==> src/rtl/bg_pkg.sv <==
package bg_pkg;

  // Command encoding: bit 0 forward select, bit 1 reverse select.
  typedef enum logic [1:0] {
    CMD_COAST = 2'b00,
    CMD_FWD   = 2'b01,
    CMD_REV   = 2'b10,
    CMD_BRAKE = 2'b11
  } bridge_cmd_e;

  // Status word bit positions (fixed: host software decodes them).
  localparam int ST_ANY  = 0;
  localparam int ST_OCP  = 1;
  localparam int ST_UV   = 2;
  localparam int ST_TEMP = 3;
  localparam int ST_LIM  = 4;
  localparam int ST_W    = 8;

  // Control-to-datapath strobes.
  typedef struct packed {
    logic setOcp;
    logic setTemp;
    logic setUv;
    logic setLim;
    logic clrAll;
    logic clrLim;
    logic holdTemp;
    logic holdUv;
  } bg_strobe_t;

endpackage

==> src/rtl/bg_sync.sv <==
module bg_sync #(
  parameter int WIDTH  = 4,
  parameter int STAGES = 2
) (
  input  logic             clk,
  input  logic             rstN,
  input  logic [WIDTH-1:0] din,
  output logic [WIDTH-1:0] dout
);

  logic [WIDTH-1:0] pipe [STAGES];

  for (genvar g = 0; g < STAGES; g++) begin : g_stage
    if (g == 0) begin : g_first
      always_ff @(posedge clk or negedge rstN) begin
        if (!rstN) pipe[g] <= '0;
        else       pipe[g] <= din;
      end
    end else begin : g_rest
      always_ff @(posedge clk or negedge rstN) begin
        if (!rstN) pipe[g] <= '0;
        else       pipe[g] <= pipe[g-1];
      end
    end
  end

  assign dout = pipe[STAGES-1];

endmodule

==> src/rtl/bg_timer.sv <==
module bg_timer #(
  parameter int LIMIT = 8
) (
  input  logic clk,
  input  logic rstN,
  input  logic level,
  input  logic restart,
  output logic hit
);

  localparam int CW = (LIMIT > 1) ? $clog2(LIMIT) : 1;
  localparam logic [CW-1:0] TOP = CW'(LIMIT - 1);

  logic [CW-1:0] runCnt;

  // hit on the LIMIT-th consecutive cycle of level; saturates there.
  assign hit = level && !restart && (runCnt == TOP);

  always_ff @(posedge clk or negedge rstN) begin
    if (!rstN)                runCnt <= '0;
    else if (restart || !level) runCnt <= '0;
    else if (runCnt != TOP)   runCnt <= runCnt + 1'b1;
  end

  AST_TIMER_BOUND: assert property (@(posedge clk) disable iff (!rstN)
    runCnt <= TOP) else $error("timer count out of range");

  if (LIMIT > 1) begin : g_restart_chk
    AST_TIMER_RESTART: assert property (@(posedge clk) disable iff (!rstN)
      (restart || !level) |=> !hit) else $error("timer hit right after restart");
  end

endmodule

==> src/rtl/bg_ctrl.sv <==
module bg_ctrl
  import bg_pkg::*;
#(
  parameter int SYNC_STAGES = 2,
  parameter int OCP_DGL_CYC = 750,
  parameter int LIM_CYC     = 68_750_000
) (
  input  logic       clk,
  input  logic       rstN,
  input  logic [1:0] bridgeCmd,
  input  logic       clearReq,
  input  logic       ocpRaw,
  input  logic       tempRaw,
  input  logic       uvRaw,
  input  logic       limRaw,
  output bg_strobe_t strobe
);

  localparam int NFLAG = 4;

  logic [NFLAG-1:0] rawVec;
  logic [NFLAG-1:0] syncVec;
  logic syncOcp, syncTemp, syncUv, syncLim;
  logic ocpHit, limHit;
  logic isCoast;

  assign rawVec = {limRaw, uvRaw, tempRaw, ocpRaw};

  bg_sync #(.WIDTH(NFLAG), .STAGES(SYNC_STAGES)) u_sync (
    .clk (clk),
    .rstN(rstN),
    .din (rawVec),
    .dout(syncVec)
  );

  assign syncOcp  = syncVec[0];
  assign syncTemp = syncVec[1];
  assign syncUv   = syncVec[2];
  assign syncLim  = syncVec[3];

  assign isCoast = (bridge_cmd_e'(bridgeCmd) == CMD_COAST);

  bg_timer #(.LIMIT(OCP_DGL_CYC)) u_ocpTimer (
    .clk    (clk),
    .rstN   (rstN),
    .level  (syncOcp),
    .restart(1'b0),
    .hit    (ocpHit)
  );

  bg_timer #(.LIMIT(LIM_CYC)) u_limTimer (
    .clk    (clk),
    .rstN   (rstN),
    .level  (syncLim),
    .restart(isCoast),
    .hit    (limHit)
  );

  always_comb begin
    strobe          = '0;
    strobe.setOcp   = ocpHit;
    strobe.setTemp  = syncTemp;
    strobe.setUv    = syncUv;
    strobe.setLim   = limHit;
    strobe.clrAll   = clearReq;
    strobe.clrLim   = isCoast;
    strobe.holdTemp = syncTemp;
    strobe.holdUv   = syncUv;
  end

  AST_COAST_NO_LIM: assert property (@(posedge clk) disable iff (!rstN)
    isCoast |-> !strobe.setLim) else $error("limit set during coast");

endmodule

==> src/rtl/bg_datapath.sv <==
module bg_datapath
  import bg_pkg::*;
(
  input  logic            clk,
  input  logic            rstN,
  input  logic [1:0]      bridgeCmd,
  input  bg_strobe_t      strobe,
  output logic            legAHigh,
  output logic            legALow,
  output logic            legBHigh,
  output logic            legBLow,
  output logic            sleepMode,
  output logic            bridgeOff,
  output logic            faultN,
  output logic [ST_W-1:0] statusReg
);

  logic ocpBit, tempBit, uvBit, limBit;
  logic anyBit;

  always_ff @(posedge clk or negedge rstN) begin
    if (!rstN) begin
      ocpBit  <= 1'b0;
      tempBit <= 1'b0;
      uvBit   <= 1'b0;
      limBit  <= 1'b0;
    end else if (strobe.clrAll) begin
      ocpBit  <= 1'b0;
      tempBit <= 1'b0;
      uvBit   <= 1'b0;
      limBit  <= 1'b0;
    end else begin
      ocpBit  <= ocpBit  | strobe.setOcp;
      tempBit <= tempBit | strobe.setTemp;
      uvBit   <= uvBit   | strobe.setUv;
      limBit  <= strobe.clrLim ? 1'b0 : (limBit | strobe.setLim);
    end
  end

  assign anyBit = ocpBit | tempBit | uvBit | limBit;

  always_comb begin
    statusReg          = '0;
    statusReg[ST_ANY]  = anyBit;
    statusReg[ST_OCP]  = ocpBit;
    statusReg[ST_UV]   = uvBit;
    statusReg[ST_TEMP] = tempBit;
    statusReg[ST_LIM]  = limBit;
  end

  assign faultN    = ~anyBit;
  assign bridgeOff = ocpBit | strobe.holdTemp | strobe.holdUv;
  assign sleepMode = (bridge_cmd_e'(bridgeCmd) == CMD_COAST);

  always_comb begin
    legAHigh = 1'b0;
    legALow  = 1'b0;
    legBHigh = 1'b0;
    legBLow  = 1'b0;
    if (!bridgeOff) begin
      unique case (bridge_cmd_e'(bridgeCmd))
        CMD_FWD: begin
          legAHigh = 1'b1;
          legBLow  = 1'b1;
        end
        CMD_REV: begin
          legALow  = 1'b1;
          legBHigh = 1'b1;
        end
        CMD_BRAKE: begin
          legALow  = 1'b1;
          legBLow  = 1'b1;
        end
        default: ;
      endcase
    end
  end

  AST_LEG_EXCLUSIVE: assert property (@(posedge clk) disable iff (!rstN)
    !(legAHigh && legALow) && !(legBHigh && legBLow)) else $error("shoot-through");

  AST_OCP_GATES_OFF: assert property (@(posedge clk) disable iff (!rstN)
    ocpBit |-> !(legAHigh || legALow || legBHigh || legBLow)) else $error("drive during overcurrent");

  AST_OCP_STICKY: assert property (@(posedge clk) disable iff (!rstN)
    (ocpBit && !strobe.clrAll) |=> ocpBit) else $error("overcurrent dropped without clear");

  AST_CLEAR_WINS: assert property (@(posedge clk) disable iff (!rstN)
    strobe.clrAll |=> (statusReg == '0)) else $error("clear did not empty status");

  AST_COAST_DROPS_LIM: assert property (@(posedge clk) disable iff (!rstN)
    strobe.clrLim |=> !limBit) else $error("limit survived coast");

endmodule

==> src/rtl/bridge_guard.sv <==
module bridge_guard
  import bg_pkg::*;
#(
  parameter int SYNC_STAGES = 2,
  parameter int OCP_DGL_CYC = 750,
  parameter int LIM_CYC     = 68_750_000
) (
  input  logic       clk,
  input  logic       rstN,
  input  logic [1:0] bridgeCmd,
  input  logic       clearReq,
  input  logic       ocpRaw,
  input  logic       tempRaw,
  input  logic       uvRaw,
  input  logic       limRaw,
  output logic       legAHigh,
  output logic       legALow,
  output logic       legBHigh,
  output logic       legBLow,
  output logic       sleepMode,
  output logic       bridgeOff,
  output logic       faultN,
  output logic [7:0] statusReg
);

  bg_strobe_t strobe;

  bg_ctrl #(
    .SYNC_STAGES(SYNC_STAGES),
    .OCP_DGL_CYC(OCP_DGL_CYC),
    .LIM_CYC    (LIM_CYC)
  ) u_ctrl (
    .clk      (clk),
    .rstN     (rstN),
    .bridgeCmd(bridgeCmd),
    .clearReq (clearReq),
    .ocpRaw   (ocpRaw),
    .tempRaw  (tempRaw),
    .uvRaw    (uvRaw),
    .limRaw   (limRaw),
    .strobe   (strobe)
  );

  bg_datapath u_dp (
    .clk      (clk),
    .rstN     (rstN),
    .bridgeCmd(bridgeCmd),
    .strobe   (strobe),
    .legAHigh (legAHigh),
    .legALow  (legALow),
    .legBHigh (legBHigh),
    .legBLow  (legBLow),
    .sleepMode(sleepMode),
    .bridgeOff(bridgeOff),
    .faultN   (faultN),
    .statusReg(statusReg)
  );

  AST_FAULT_PIN: assert property (@(posedge clk) disable iff (!rstN)
    faultN == (statusReg == 8'h00)) else $error("fault pin disagrees with status");

endmodule

==> config.mk <==
export PLATFORM = sky130hd
export DESIGN_NAME = bridge_guard
export DESIGN_NICKNAME = d
export VERILOG_FILES = /design/src/rtl/bg_pkg.sv /design/src/rtl/bg_sync.sv /design/src/rtl/bg_timer.sv /design/src/rtl/bg_ctrl.sv /design/src/rtl/bg_datapath.sv /design/src/rtl/bridge_guard.sv
export SDC_FILE = /design/constraint.sdc
export NUM_CORES = 1
export LEC_CHECK = 0
export BUFFER_PORTS_ARGS = -buffer_cell sky130_fd_sc_hd__buf_2
export CAP_MARGIN = 30
export CORE_MARGIN = 1
export CORE_UTILIZATION = 41
export DETAILED_ROUTE_END_ITERATION = 12
export PLACE_DENSITY = 0.64
export SLEW_MARGIN = 10
export SYNTH_ARGS = -nofsm -noshare
export SYNTH_HDL_FRONTEND = slang
export SYNTH_SLANG_ARGS = --single-unit
==> constraint.sdc <==
create_clock -name clk -period 5.1 [get_ports clk]
set_input_delay 0.765 -clock clk [delete_from_list [all_inputs] [get_ports clk]]
set_output_delay 0.765 -clock clk [all_outputs]
set_load 0.1 [all_outputs]
# After elaboration in Yosys (flattened, before gate mapping)
# Cells that the tools add are included.
[totals]
register_bits = 49
latch_bits = 0
ram_bits = 0
rom_bits = 0
input_bits = 9
output_inout_bits = 15
wordCells = 55
n_memories = 0
[op_classes]
add_sub_neg = 2
multipliers = 0
div_mod_pow = 0
order_cmp = 0
eq_ne = 8
shift = 0
mux = 17
bitwise = 10
reduce_logical = 10
[ops]
columns = ["cell", "count"]
rows = [
  ["two-way mux 27 bit", 2],
  ["adder 27 x 1 -> 27 bit (second input constant)", 1],
  ["equality test 27 bit (second input constant)", 1],
  ["!= test 27 bit (second input constant)", 1],
  ["two-way mux 10 bit", 2],
  ["two-way mux 1 bit", 13],
  ["adder 10 x 1 -> 10 bit (second input constant)", 1],
  ["equality test 10 bit (second input constant)", 1],
  ["!= test 10 bit (second input constant)", 1],
  ["OR 1 bit", 9],
  ["equality test 2 bit (second input constant)", 2],
  ["OR reduction 2 bit", 2],
  ["logical AND 1 bit", 3],
  ["equality test 2 x 1 -> 1 bit (second input constant)", 1],
  ["logical NOT 1 bit", 2],
  ["logical NOT 2 bit", 1],
  ["!= test 2 bit (second input constant)", 1],
  ["nonzero test 2 bit", 1],
  ["logical OR 1 bit", 1],
  ["inverter 1 bit", 1],
]

# Longest topological paths before layout
[depth]
word_depth = 7
mapped_depth = 7
depth_no_buf = 6

# Cells and area by module
# Synthesis repeated with hierarchy kept, for this count alone.
[hier_totals]
cells_unflattened = 280
area_unflattened_um2 = 2697.6
[by_module_without_submodules]
columns = ["module", "n_inst", "cells_each", "area_per_inst_um2", "seq_area_each_um2"]
rows = [
  ["bg_timer (u_ctrl.u_limTimer)", 1, 169, 1577.8, 675.6],
  ["bg_timer (u_ctrl.u_ocpTimer)", 1, 61, 574.3, 250.2],
  ["bg_datapath", 1, 30, 262.8, 100.1],
  ["bg_sync", 1, 12, 230.2, 200.2],
  ["bg_ctrl", 1, 8, 52.6, 0.0],
]

# Least setup slack after synthesis
# OpenSTA, ideal clock, no wires.
[synth_path]
path_kind = "input to output"
start = "in bridgeCmd[0]"
end = "out legAHigh"
arrival_ns = 2.966
required_time_ns = 4.335
setup_slack_ns = 1.369
stages = 2
path_buffers = 0
cell_sequence = "and2_1 nor2b_1"
[synth_between]
elab_chain_cells = 3
[synth_lines]
columns = ["element", "line_no", "text"]
rows = [
  ["from (decl)", "bridge_guard.sv:10", "input logic [1:0] bridgeCmd,"],
  ["equality test 2 x 1 -> 1 bit", "bg_datapath.sv:61", "unique case (bridge_cmd_e'(bridgeCmd))"],
  ["two-way mux 1 bit", "bg_datapath.sv:61", ""],
  ["two-way mux 1 bit", "bg_datapath.sv:60", "if (!bridgeOff) begin"],
  ["to (decl)", "bridge_guard.sv:16", "output logic legAHigh,"],
]
# No other way between the ends.

# Final worst setup path
[layout_path]
start = "reg u_dp.ocpBit"
end = "out legAHigh"
[layout_between]
elab_chain_cells = 3
[layout_lines]
columns = ["element", "line_no", "text"]
rows = [
  ["from (decl)", "bg_datapath.sv:18", "logic ocpBit, tempBit, uvBit, limBit;"],
  ["from (signal assigned)", "bg_datapath.sv:33", "ocpBit <= ocpBit | strobe.setOcp;"],
  ["OR 1 bit (2 in a row)", "bg_datapath.sv:52", "assign bridgeOff = ocpBit | strobe.holdTemp | strobe.holdUv;"],
  ["two-way mux 1 bit", "bg_datapath.sv:60", ""],
]
# No other way between the ends.

==> metrics <==
Ys Warns=0; Reg2Reg Setup Slack=3110 ps; post-route ant nets=0; Cells after Synth=247; # diodes=0; Adder-Cell Fraction of Synth Area=1.530%; Simple-Gate Fraction of Synth Area=27.49%; sequential fraction of the synthesis area=49.97%; Max VDD drop=0.1396 mV; htree depth=2; Slowest Stage Delay on Critical Path=430 ps; Buffers on Ports=20; Reg power frac=53.4%; P_sw=0.1959 mW; FF+latch count, synth=49; switching share of power=26.06%; period utilization=48.70%; Worst Max-Slew Pin Slew=609.0 ps; routed vias=1805; Total Nets Final=275; Crit Path Class=flop to primary output; Pwr Total=0.7520 mW; initial antenna violation count=0; cell chain of the critical path=nor3_1, and2_1, nor2b_1, buf_2; Worst Path Max Fanout=4; power per cell area=280.2 nW/um2; first-pass GRT wire length=7.997 mm; minimum clock period=2484 ps; clock-pin slew on the worst setup and hold paths=90 ps; fraction of synthesized area in multiplexers=1.632%; post-DP HPWL=3.094 mm; RSZ-0062 raised after global routing=no; DR pass1 iterations=4; vias in the first global route=1800; initial core utilization=43.49%; Vias per Instance=5.372; number of fill cells=511; Hold Path Depth=0; Setup WS pre-CTS=2767 ps; Worst Setup Start Kind=flop; number of max-cap violations=0; CTS tree=built; final setup skew=11.79 ps; setup ws final=2616 ps; CP Capture Type=primary output; Root Driver=clkbuf_8; postcts setup bufs=0; Placer Congestion=0.8072; CTS resizes=0; WP data required=4340 ps; Iter 0 DRT Violations=123; final count of negative-setup-slack endpoints=0; post-DR wirelength/cell=13.71 um; Peak Freq=402.6 MHz; HP Start=u_ctrl.u_sync.pipe[7]$_DFF_PN0_; P_leak=1.164 nW; part of the power in the clock network=36.3%; hold bufs inserted after CTS=0; clk_lat worst skew=300 ps; Hold Fails Final Rpt=0; Netlist Area Pre-Place=2454 um2; Die Width=79.36 um; HP Class=flop to flop; largest family of logic cells by synthesized area=simple AND/OR/NAND/NOR gates; syn_area_per_cell=9.934 um2; cell family with most CP delay=simple AND/OR/NAND/NOR gates; number of remaining DRC errors=0; XOR/XNOR share of the synthesized area=4.997%; Gate power share=10.3%; die height=79.36 um; slowest stage cell, crit path=buf_2; setup_tns=0 ps; largest net degree at the start of global routing=50; Slew headroom=59.40%; max-slew violations=0; Core Area=5642 um2; CTS buffer count=5; cell row count=27; GRT Overall Usage=16.20%; Post-Route WL=4.606 mm; Synth cell types=39; Worst Reg-to-Reg Cells=5; outcome=finished clean; Max clock buf depth=2; io pins=24; worst path bufs/invs=1; # clock sinks=49; die area=6298 um2; Compound-Gate Fraction of Synth Area=9.485%; reg2reg start=u_ctrl.u_limTimer.runCnt[0]$_DFFE_PN0P_; worst reg2reg endpoint=u_ctrl.u_limTimer.runCnt[20]$_DFFE_PN0P_; Internal=0.5560 mW; Worst Path Arrival=1720 ps; worst hold endpoint=u_ctrl.u_sync.dout[3]$_DFF_PN0_; Layout Area Growth over Synthesis=9.383%; gr ovfl total=0; share of layout cells above drive strength 1=14.39%
## kinds of logic (layout without fill, tap and decap cells)
family,count (synthesis),after routing
buffers and inverters,21,36
xor gates and xnor gates,14,14
other,1,3
AOI/OAI and AO/OA,40,40
muxes,4,4
and+or+nand+nor,115,115
DFF,49,49
adders and majority gates,3,3
## cell usage in the layout (no fill, tap or decap), drive strengths merged
| cell | netlist | layout |
|---|---|---|
| dfrtp | 49 | 49 |
| nor2 | 23 | 23 |
| buf | 12 | 22 |
| nand2 | 16 | 16 |
| a21oi | 15 | 15 |
| nand4 | 14 | 14 |
| o21ai | 12 | 12 |
| xor2 | 11 | 11 |
| nand3 | 11 | 11 |
| or4 | 8 | 8 |
| or3 | 8 | 8 |
| and3 | 7 | 7 |
| and4 | 6 | 6 |
| clkbuf | 3 | 6 |
| inv | 5 | 5 |
| and2 | 5 | 5 |
| nor4b | 5 | 5 |
| o31ai | 5 | 5 |
| nor3 | 4 | 4 |
| mux2i | 4 | 4 |
| nor2b | 3 | 3 |
| or2 | 3 | 3 |
| a21boi | 3 | 3 |
| xnor2 | 3 | 3 |
| ha | 3 | 3 |
| conb | 1 | 3 |
| a31oi | 2 | 2 |
| clkinv | 1 | 2 |
| o21ba | 1 | 1 |
| nand4b | 1 | 1 |
| nand2b | 1 | 1 |
| a211oi | 1 | 1 |
| o211ai | 1 | 1 |
| bufinv | 0 | 1 |
## stage by stage
step           cell area [um2]  hold WS [ps]  cells  utilization, %
2_1_floorplan             2461         331.2    249               -
3_3_place_gp              2572         332.4    328           45.60
3_5_place_dp              2572         334.7    328           45.60
4_1_cts                   2684         355.7    336           47.57
5_1_grt                   2684         361.2    336           47.57
6_report                  2684         353.7    336           47.57
## state kept, by name (all words and copies together), names as in the netlist
signal                    flops
u_ctrl.u_limTimer.runCnt     27
u_ctrl.u_ocpTimer.runCnt     10
u_ctrl.u_sync.dout            4
u_ctrl.u_sync.pipe            4
u_dp.limBit                   1
u_dp.ocpBit                   1
u_dp.tempBit                  1
u_dp.uvBit                    1
## cell usage after synthesis (all sizes together)
cell type	count	area share (%)
dfrtp	49	50
nor2	23	3.5
nand2	16	2.4
a21oi	15	3.1
nand4	14	4.1
buf	12	3.4
o21ai	12	2.4
nand3	11	3.0
xor2	11	3.9
or3	8	2.0
or4	8	2.4
and3	7	1.8
and4	6	2.2
and2	5	1.3
inv	5	0.76
nor4b	5	1.8
o31ai	5	1.5
mux2i	4	1.6
nor3	4	0.82
a21boi	3	0.92
clkbuf	3	0.46
ha	3	1.5
nor2b	3	0.76
or2	3	0.76
xnor2	3	1.1
a31oi	2	0.51
a211oi	1	0.31
clkinv	1	0.15
conb	1	0.15
nand2b	1	0.26
nand4b	1	0.36
o211ai	1	0.31
o21ba	1	0.41
## power by group through the flow
stage	registers [mW]	clock network, mW	logic (mW)
finish	0.402	0.273	0.0775
CTS	0.402	0.281	0.0789
detailed placement	0.409	0	0.0788
floorplan	0.408	0	0.0625
global placement	0.409	0	0.0783
global route	0.403	0.296	0.0829
## routing by layer
layer  track usage, %  part of all wire, %
met1            21.43                   49
met2            26.55                   46
met3            3.103                  3.1
met4            5.455                  1.7
met5                0                    0
## area by class of cell
class / count / area [um2] / area share [%]
flip-flops and latches: 49 / 1226 / 45.69
multi-input cells: 179 / 1119 / 41.68
repair buffers: 22 / 115.1 / 4.289
well taps: 72 / 90.09 / 3.357
clock buffers: 6 / 72.57 / 2.704
clock inverters: 2 / 38.79 / 1.445
inverters: 6 / 22.52 / 0.8392
## how the worst max path moves through the flow
stage | from | to | depth (start not counted)
4_1_cts | u_dp.ocpBit$_DFF_PN0_ | legAHigh | 4
2_1_floorplan | bridgeCmd[0] | legAHigh | 2
6_report | u_dp.ocpBit$_DFF_PN0_ | legAHigh | 4
3_3_place_gp | bridgeCmd[1] | legBHigh | 4
5_1_grt | u_dp.ocpBit$_DFF_PN0_ | legAHigh | 4
3_5_place_dp | bridgeCmd[0] | legAHigh | 4
Note: power is estimated with default switching activity, not from simulation.
